--- config.mk ---
export PLATFORM = sky130hd
export DESIGN_NAME = mxh_unit
export DESIGN_NICKNAME = d
export VERILOG_FILES = /design/src/rtl/mxh_pkg.sv /design/src/rtl/mxh_decode.sv /design/src/rtl/mxh_mul_hi.sv /design/src/rtl/mxh_pipe.sv /design/src/rtl/mxh_unit.sv
export SDC_FILE = /design/constraint.sdc
export NUM_CORES = 2
export LEC_CHECK = 0
export ABC_AREA = 1
export ABC_CLOCK_PERIOD_IN_PS = 8500
export BUFFER_PORTS_ARGS = -buffer_cell sky130_fd_sc_hd__buf_2
export CAP_MARGIN = 20
export CELL_PAD_IN_SITES_DETAIL_PLACEMENT = 2
export CELL_PAD_IN_SITES_GLOBAL_PLACEMENT = 2
export CORE_ASPECT_RATIO = 1.1
export CORE_MARGIN = 1
export CORE_UTILIZATION = 36
export CTS_BUF_LIST = sky130_fd_sc_hd__clkbuf_4
export DETAILED_ROUTE_END_ITERATION = 10
export PLACE_DENSITY_LB_ADDON = 0.05
export SETUP_SLACK_MARGIN = 0.5
export SLEW_MARGIN = 5
export SYNTH_ARGS = -nofsm -noshare
export SYNTH_HDL_FRONTEND = slang
export SYNTH_HIERARCHICAL = 1
export SYNTH_SLANG_ARGS = --single-unit
--- constraint.sdc ---
create_clock -name clk -period 8.5 [get_ports clk]
set_input_delay 2.125 -clock clk [delete_from_list [all_inputs] [get_ports clk]]
set_output_delay 2.125 -clock clk [all_outputs]
set_load 0.02 [all_outputs]
--- src/rtl/mxh_pkg.sv ---
// Package: encodings and the pipeline tag shared by the multiply-high unit.
// Assumes a 32-bit register-format instruction word.
package mxh_pkg;
    localparam int          INSTR_W    = 32;
    localparam int          IDX_W      = 5;
    localparam logic [5:0]  OP_PRIMARY = 6'h3a;
    localparam logic [5:0]  OP_EXT     = 6'h17;

    // Control that travels beside the data through every stage
    typedef struct packed {
        logic             valid;
        logic             exc;
        logic [IDX_W-1:0] dest;
    } mxh_tag_t;
endpackage

--- src/rtl/mxh_decode.sv ---
// mxh_decode: recognises the multiply-high encoding and extracts the
// destination index. Purely combinational; the caller qualifies the hit
// with its handshake.
module mxh_decode
    import mxh_pkg::*;
(
    input  logic [INSTR_W-1:0] instr,
    output logic               hit,
    output logic [IDX_W-1:0]   dest
);
    localparam int DEST_LSB = 17;

    // Compare the primary opcode, the extended opcode and the zero field
    always_comb begin
        hit  = (instr[5:0] == OP_PRIMARY) &&
               (instr[16:11] == OP_EXT) &&
               (instr[10:6] == 5'd0);
        dest = instr[DEST_LSB +: IDX_W];
    end

    // The source indices are consumed by the register file, not here
    logic idx_src_unused;
    assign idx_src_unused = ^instr[INSTR_W-1:DEST_LSB+IDX_W];
endmodule

--- src/rtl/mxh_mul_hi.sv ---
// mxh_mul_hi: high word of signed(a) times unsigned(b). The first operand is
// sign-extended and the second zero-extended by one bit, so a single signed
// multiply covers the mixed-sign case. The true product fits in 2*W bits.
module mxh_mul_hi #(
    parameter int W = 32
) (
    input  logic [W-1:0] a,
    input  logic [W-1:0] b,
    output logic [W-1:0] hi
);
    localparam int PW = 2 * W;

    logic signed [PW-1:0] prod;

    // One extended signed multiply, then keep the upper half
    always_comb begin
        prod = $signed({a[W-1], a}) * $signed({1'b0, b});
        hi   = W'(prod >>> W);
    end
endmodule

--- src/rtl/mxh_pipe.sv ---
// mxh_pipe: LAT register stages carrying the tag and the data word.
// Assumes LAT >= 1. Every stage is cleared by the synchronous reset.
module mxh_pipe
    import mxh_pkg::*;
#(
    parameter int W   = 32,
    parameter int LAT = 2
) (
    input  logic         clk,
    input  logic         rst_n,
    input  mxh_tag_t     tag_in,
    input  logic [W-1:0] data_in,
    output mxh_tag_t     tag_out,
    output logic [W-1:0] data_out
);
    localparam int LAST = LAT - 1;

    mxh_tag_t     tag_q  [LAT];
    logic [W-1:0] data_q [LAT];

    // Shift tag and data one stage per cycle
    always_ff @(posedge clk) begin
        if (!rst_n) begin
            for (int i = 0; i < LAT; i++) begin
                tag_q[i]  <= '0;
                data_q[i] <= '0;
            end
        end else begin
            tag_q[0]  <= tag_in;
            data_q[0] <= data_in;
            for (int i = 1; i < LAT; i++) begin
                tag_q[i]  <= tag_q[i-1];
                data_q[i] <= data_q[i-1];
            end
        end
    end

    assign tag_out  = tag_q[LAST];
    assign data_out = data_q[LAST];
endmodule

--- src/rtl/mxh_unit.sv ---
// mxh_unit: mixed-sign multiply-high execution unit.
// Takes one instruction per cycle once out of reset, returns the high word
// with its destination LAT cycles later. With MUL_EN = 0 the multiplier is
// absent and the slot carries an unimplemented-instruction flag instead.
// Assumes 1 <= LAT <= 3.
module mxh_unit
    import mxh_pkg::*;
#(
    parameter int W      = 32,
    parameter int LAT    = 2,
    parameter bit MUL_EN = 1'b1
) (
    input  logic               clk,
    input  logic               rst_n,
    input  logic               in_valid,
    output logic               in_ready,
    input  logic [INSTR_W-1:0] in_instr,
    input  logic [W-1:0]       in_op_a,
    input  logic [W-1:0]       in_op_b,
    output logic               res_valid,
    output logic [W-1:0]       res_data,
    output logic [IDX_W-1:0]   res_dest,
    output logic               exc_unimpl
);
    logic             ready_q;
    logic             dec_hit;
    logic [IDX_W-1:0] dec_dest;
    logic [W-1:0]     hi_word;
    mxh_tag_t         tag_in;
    mxh_tag_t         tag_out;
    logic [W-1:0]     data_out;

    // Ready follows reset: low during reset, high from the next cycle
    always_ff @(posedge clk) begin
        if (!rst_n) ready_q <= 1'b0;
        else        ready_q <= 1'b1;
    end
    assign in_ready = ready_q;

    mxh_decode u_decode (
        .instr (in_instr),
        .hit   (dec_hit),
        .dest  (dec_dest)
    );

    // Multiplier present or replaced by a constant, by parameter
    if (MUL_EN) begin : g_mul
        mxh_mul_hi #(.W(W)) u_mul (
            .a  (in_op_a),
            .b  (in_op_b),
            .hi (hi_word)
        );
    end else begin : g_nomul
        logic op_unused;
        assign op_unused = ^{in_op_a, in_op_b};
        assign hi_word   = '0;
    end

    // Build the tag of the slot entering the pipeline
    always_comb begin
        tag_in.valid = in_valid && ready_q && dec_hit;
        tag_in.exc   = !MUL_EN;
        tag_in.dest  = dec_dest;
    end

    mxh_pipe #(.W(W), .LAT(LAT)) u_pipe (
        .clk      (clk),
        .rst_n    (rst_n),
        .tag_in   (tag_in),
        .data_in  (hi_word),
        .tag_out  (tag_out),
        .data_out (data_out)
    );

    // Split the leaving slot into a result or an exception
    always_comb begin
        res_valid  = tag_out.valid && !tag_out.exc;
        exc_unimpl = tag_out.valid && tag_out.exc;
        res_data   = data_out;
        res_dest   = tag_out.dest;
    end
endmodule

# Word-level counts from Yosys, hierarchy flattened
# Memory sizes are Yosys's and may differ from the RTL's.
# Index checks and enable logic that the tools add are counted.
# W data, S select, Z words.
[op_classes]
order_cmp = 0
div = 0
addsub = 0
n_mul = 1
n_shift = 0
n_bitwise = 4
n_mux = 6
reduce_logical = 8
n_eq_ne = 2
[ops]
columns = ["cell", "count"]
rows = [
  ["$mul A32 B33 Y64", 1],
  ["$mux W32", 2],
  ["$mux W7", 2],
  ["$eq A6 B5 Y1 const B", 1],
  ["$eq A6 B6 Y1 const B", 1],
  ["$logic_and A1 B1 Y1", 6],
  ["$logic_not A5 Y1", 1],
  ["$or A1 B1 Y1", 4],
  ["$mux W1", 2],
  ["$logic_not A1 Y1", 1],
]
[word_totals]
ramBits = 78
n_memories = 2
inputBits = 99
ff_bits = 1
elab_cells = 24
latch_bits = 0
romBits = 0
[mem_list]
columns = ["memory", "words", "width", "read_ports", "rd_ports_with_merged_regs", "write_ports", "line", "text"]
rows = [
  ["u_pipe.data_q", 2, 32, 2, 0, 2, "mxh_pipe.sv:19", "logic [W-1:0] data_q [LAT];"],
  ["u_pipe.tag_q", 2, 7, 2, 0, 2, "mxh_pipe.sv:18", "mxh_tag_t tag_q [LAT];"],
]

# Depth between registers and ports, before layout
[logic_depth]
word_depth = 5
depth_mapped = 34

# Hierarchy
# Netlist, hierarchy kept.
[by_module_without_submodules]
columns = ["mod", "cells_per_inst", "seq_area_each_um2", "area_each_um2", "instances"]
rows = [
  ["mxh_mul_hi", 4752, 0.0, 35462.8, 1],
  ["mxh_pipe", 282, 1561.5, 2509.9, 1],
  ["mxh_decode", 26, 0.0, 121.4, 1],
  ["mxh_unit", 9, 20.0, 52.6, 1],
]

# Least setup slack after synthesis
# OpenSTA, ideal clock, no wires.
[synth_timing]
path_type = "input port to flip-flop"
start = "input port in_op_b[21]"
end = "memory u_pipe.data_q[0][20]"
path_buffers = 1
cell_stages = 30
arrival_time_ns = 7.984
setup_slack_ns = 0.408
cell_sequence = "clkbuf_1 nand2_1 fa_1 inv_1 fa_1 inv_1 fa_1 inv_1 fa_1 inv_1 fa_1 inv_1 fa_1 fa_1 inv_1 fa_1 inv_1 ha_1 a21oi_1 nor2_1 nor2_1 o21ai_0 a21oi_1 nor2_1 nor2_1 nand2_1 nand2_1 nand2_1 nand2_1 inv_1"
[synth_lines]
columns = ["item", "line", "text"]
rows = [
  ["start: declaration", "mxh_unit.sv:19", "input logic [W-1:0] in_op_b,"],
  ["end: declaration", "mxh_pipe.sv:19", ""],
]

==> out/qor.yml <==
finish:
  area_delta_synth_final_pct: 21.2
  drive_gt1_share_pct: 19.8
  multi_input_area_um2: 30700
  regArea_um2: 1580
  n_fill_cell: 12000
  final_nets: 6716
  fin_util_pct: 44.3
  stdcell_area_um2: 46200
global_routing:
  grt_first_pass_wirelength_um: 217000
  antenna_found_initial: 4
  overflow: 0
  grt_pass1_vias: 37800
  grt_use_total_pct: 26.4
  grt_start_max_net_pins: 67
routing:
  wirelength_um: 144000
  ant_nets: 0
  vias: 32200
  drt_iter0_markers: 1097
  drc: 0
  viasPerCell: 4.72
  wl_per_cell_um: 21.1
  first_pass_iters: 5
timing:
  hold-worst-slack_ps: 420
  hold_viol_final: 0
  relSlewSlack_pct: 55.9
  rsz0062_at_grt: "yes"
  drv_slew: 0
  min_period_ps: 8420
  setup_ws_ps: 79.5
  max_freq_ghz: 0.119
  clock_skew_ps: 21.4
  period_share_pct: 99.1
  finalSetupViolations: 0
  worstMarginPinSlew_ps: 661
worst_setup_path:
  slowest_delay_ps: 600
  crit_slowest_cell: "fa_1"
  cp_common_cell: "fa_1"
  path_max_fanout: 14
  crit_arrival_ps: 8830
  critPathRequiredTime_ps: 8910
  end_kind: "flop"
  cp-start-kind: "input pin"
  critPathKind: "in2reg"
floorplanning:
  die_w_um: 312
  core_area_um2: 104000
  die_h_um: 343
  initial_core_util_pct: 36.5
  io_pins: 139
  num_rows: 124
  die_area_um2: 107000
placement:
  port_buffers: 128
  dp_worst_setup_slack_ps: -656
  placed_area_um2: 42800
  hpwl_um: 119000
  gp_congestion: 0.830
job:
  drv_cap: 0
min_path:
  hp-class: "reg2reg"
clock_network:
  clock-sinks: 79
  clock_latency_ps: 450
  cts_tree: "built"
  clock-root-buffer: "clkbuf_4"
  cts_hold_buffers: 0
  htreeDepth: 3
  numCtsBuffers: 9
  cts_buffer_depth: 2
  clk_pin_slew_ps: 140
logic_synthesis:
  yosysTopAreaCell: "fa_1"
  synth_nets: 6351
  synth_warnings: 6
  ys_seq_area_share_pct: 4.15
  synthDistinctLibCells: 37
  syn_area_um2: 38100
  async_flop_share_pct: 0
  ys_dominant_reg_cell: "dfxtp_1"
  ys_top_cells_by_count: "1730 x inv_1, 1381 x nand2_1, 896 x fa_1"
  synthTopCellsByArea: "fa_1 47%, inv_1 17%, nand2_1 14%, ha_1 9.4%, dfxtp_1 4.1%"
  syn_inst: 5069
  netlist.area_leader.share_pct: 47.0
  syn_avg_cell_area_um2: 7.53
  yosys.cell_count.top_type: "inv_1"
  ys_ff_latch: 79
  synth_edf_count: 0
outcome:
  status: "finished, final reports clean"
[layout make-up]
cell class	instances	area share (%)
Multi-Input combinational cell	3007	66.4
Inverter	1738	14.2
Timing Repair Buffer	599	11.9
Tap cell	1386	3.75
Sequential cell	79	3.42
Clock inverter	6	0.198
Clock buffer	10	0.162
Antenna cell	1	0.00541
[layer usage]
layer,vias up,wire length (um),track usage (%)
met5,-,12,0
met4,2,3060,4.74
met3,140,2570,1.22
met2,418,78200,50.3
met1,17100,60300,33.3
li1,14500,-,-
[placed cells by master, fill, tap and decap left out, types with 5 or more instances in the layout]
cell	instances
inv_1	1660
nand2_1	1280
fa_1	820
buf_4	382
ha_1	257
nor2_1	101
dfxtp_1	79
nand2_2	78
fa_2	76
buf_2	75
inv_2	69
buf_6	65
buf_12	45
nand3_1	42
a21oi_1	42
nor2_4	39
nor2_2	38
ha_4	29
a21oi_2	28
nand2_4	25
o21ai_0	20
clkbuf_4	15
a21oi_4	13
or2_2	13
buf_8	13
o21ai_1	12
nand3_2	9
nand4_1	9
inv_4	8
o21ai_2	8
o21ai_4	7
xnor2_1	7
buf_16	6
o21a_1	6
o21bai_1	6
nor3_1	6
nor3_2	5
[logic make-up (layout without fill, tap and decap cells)]
family	count (synthesis)	in the layout	share of synthesized area (%)
buffers and inverters	1983	2353	20.0
and+or+nand+nor	1661	1661	17.0
adders and majority gates	1183	1183	56.4
AOI/OAI and AO/OA	151	151	2.13
DFF	79	79	4.15
xor gates and xnor gates	11	11	0.253
other	1	2	0.00983
[worst max-delay path, delay by kind of cell]
family | cells | cell delay, ps
adders and majority gates | 9 | 4510
AOI/OAI and AO/OA | 2 | 200
xor gates and xnor gates | 1 | 220
buffers and inverters | 11 | 1270
and+or+nand+nor | 6 | 470
[timing repair]
item,CTS,global route
endpoints found under the setup margin,32,32
cloned,10,4
resized for setup,450,257
buffers inserted,42,24
pin swaps,181,153
[per-stage QoR]
stage | instances | TNS (ps)
2_1_floorplan | 5069 | 0
3_3_place_gp | 6729 | -14380
3_5_place_dp | 6729 | -18390
4_1_cts | 6797 | 0
5_1_grt | 6826 | -134
6_report | 6826 | 0
[final timing paths]
check / start / end / slack, ps / depth (start not counted)
setup / recovery: in_op_b[14] / u_pipe/data_q[0][7]$_SDFF_PN0_ / 80 / 29
hold / removal: u_pipe/tag_q[0][4]$_SDFF_PN0_ / u_pipe/tag_q[0][11]$_SDFF_PN0_ / 420 / 2
setup reg to reg: in_ready$_DFF_P_ / u_pipe/tag_q[0][6]$_SDFF_PN0_ / 7860 / 4
hold reg to reg: u_pipe/tag_q[0][4]$_SDFF_PN0_ / u_pipe/tag_q[0][11]$_SDFF_PN0_ / 420 / 2
[flip-flops by register name (all words and copies together) (netlist names)]
name,cells
u_pipe/tag_q,14
u_pipe/data_q,64
in_ready,1
Power is not shown: default switching activity piles up to over one toggle a cycle in this logic, so the estimate is an artifact.
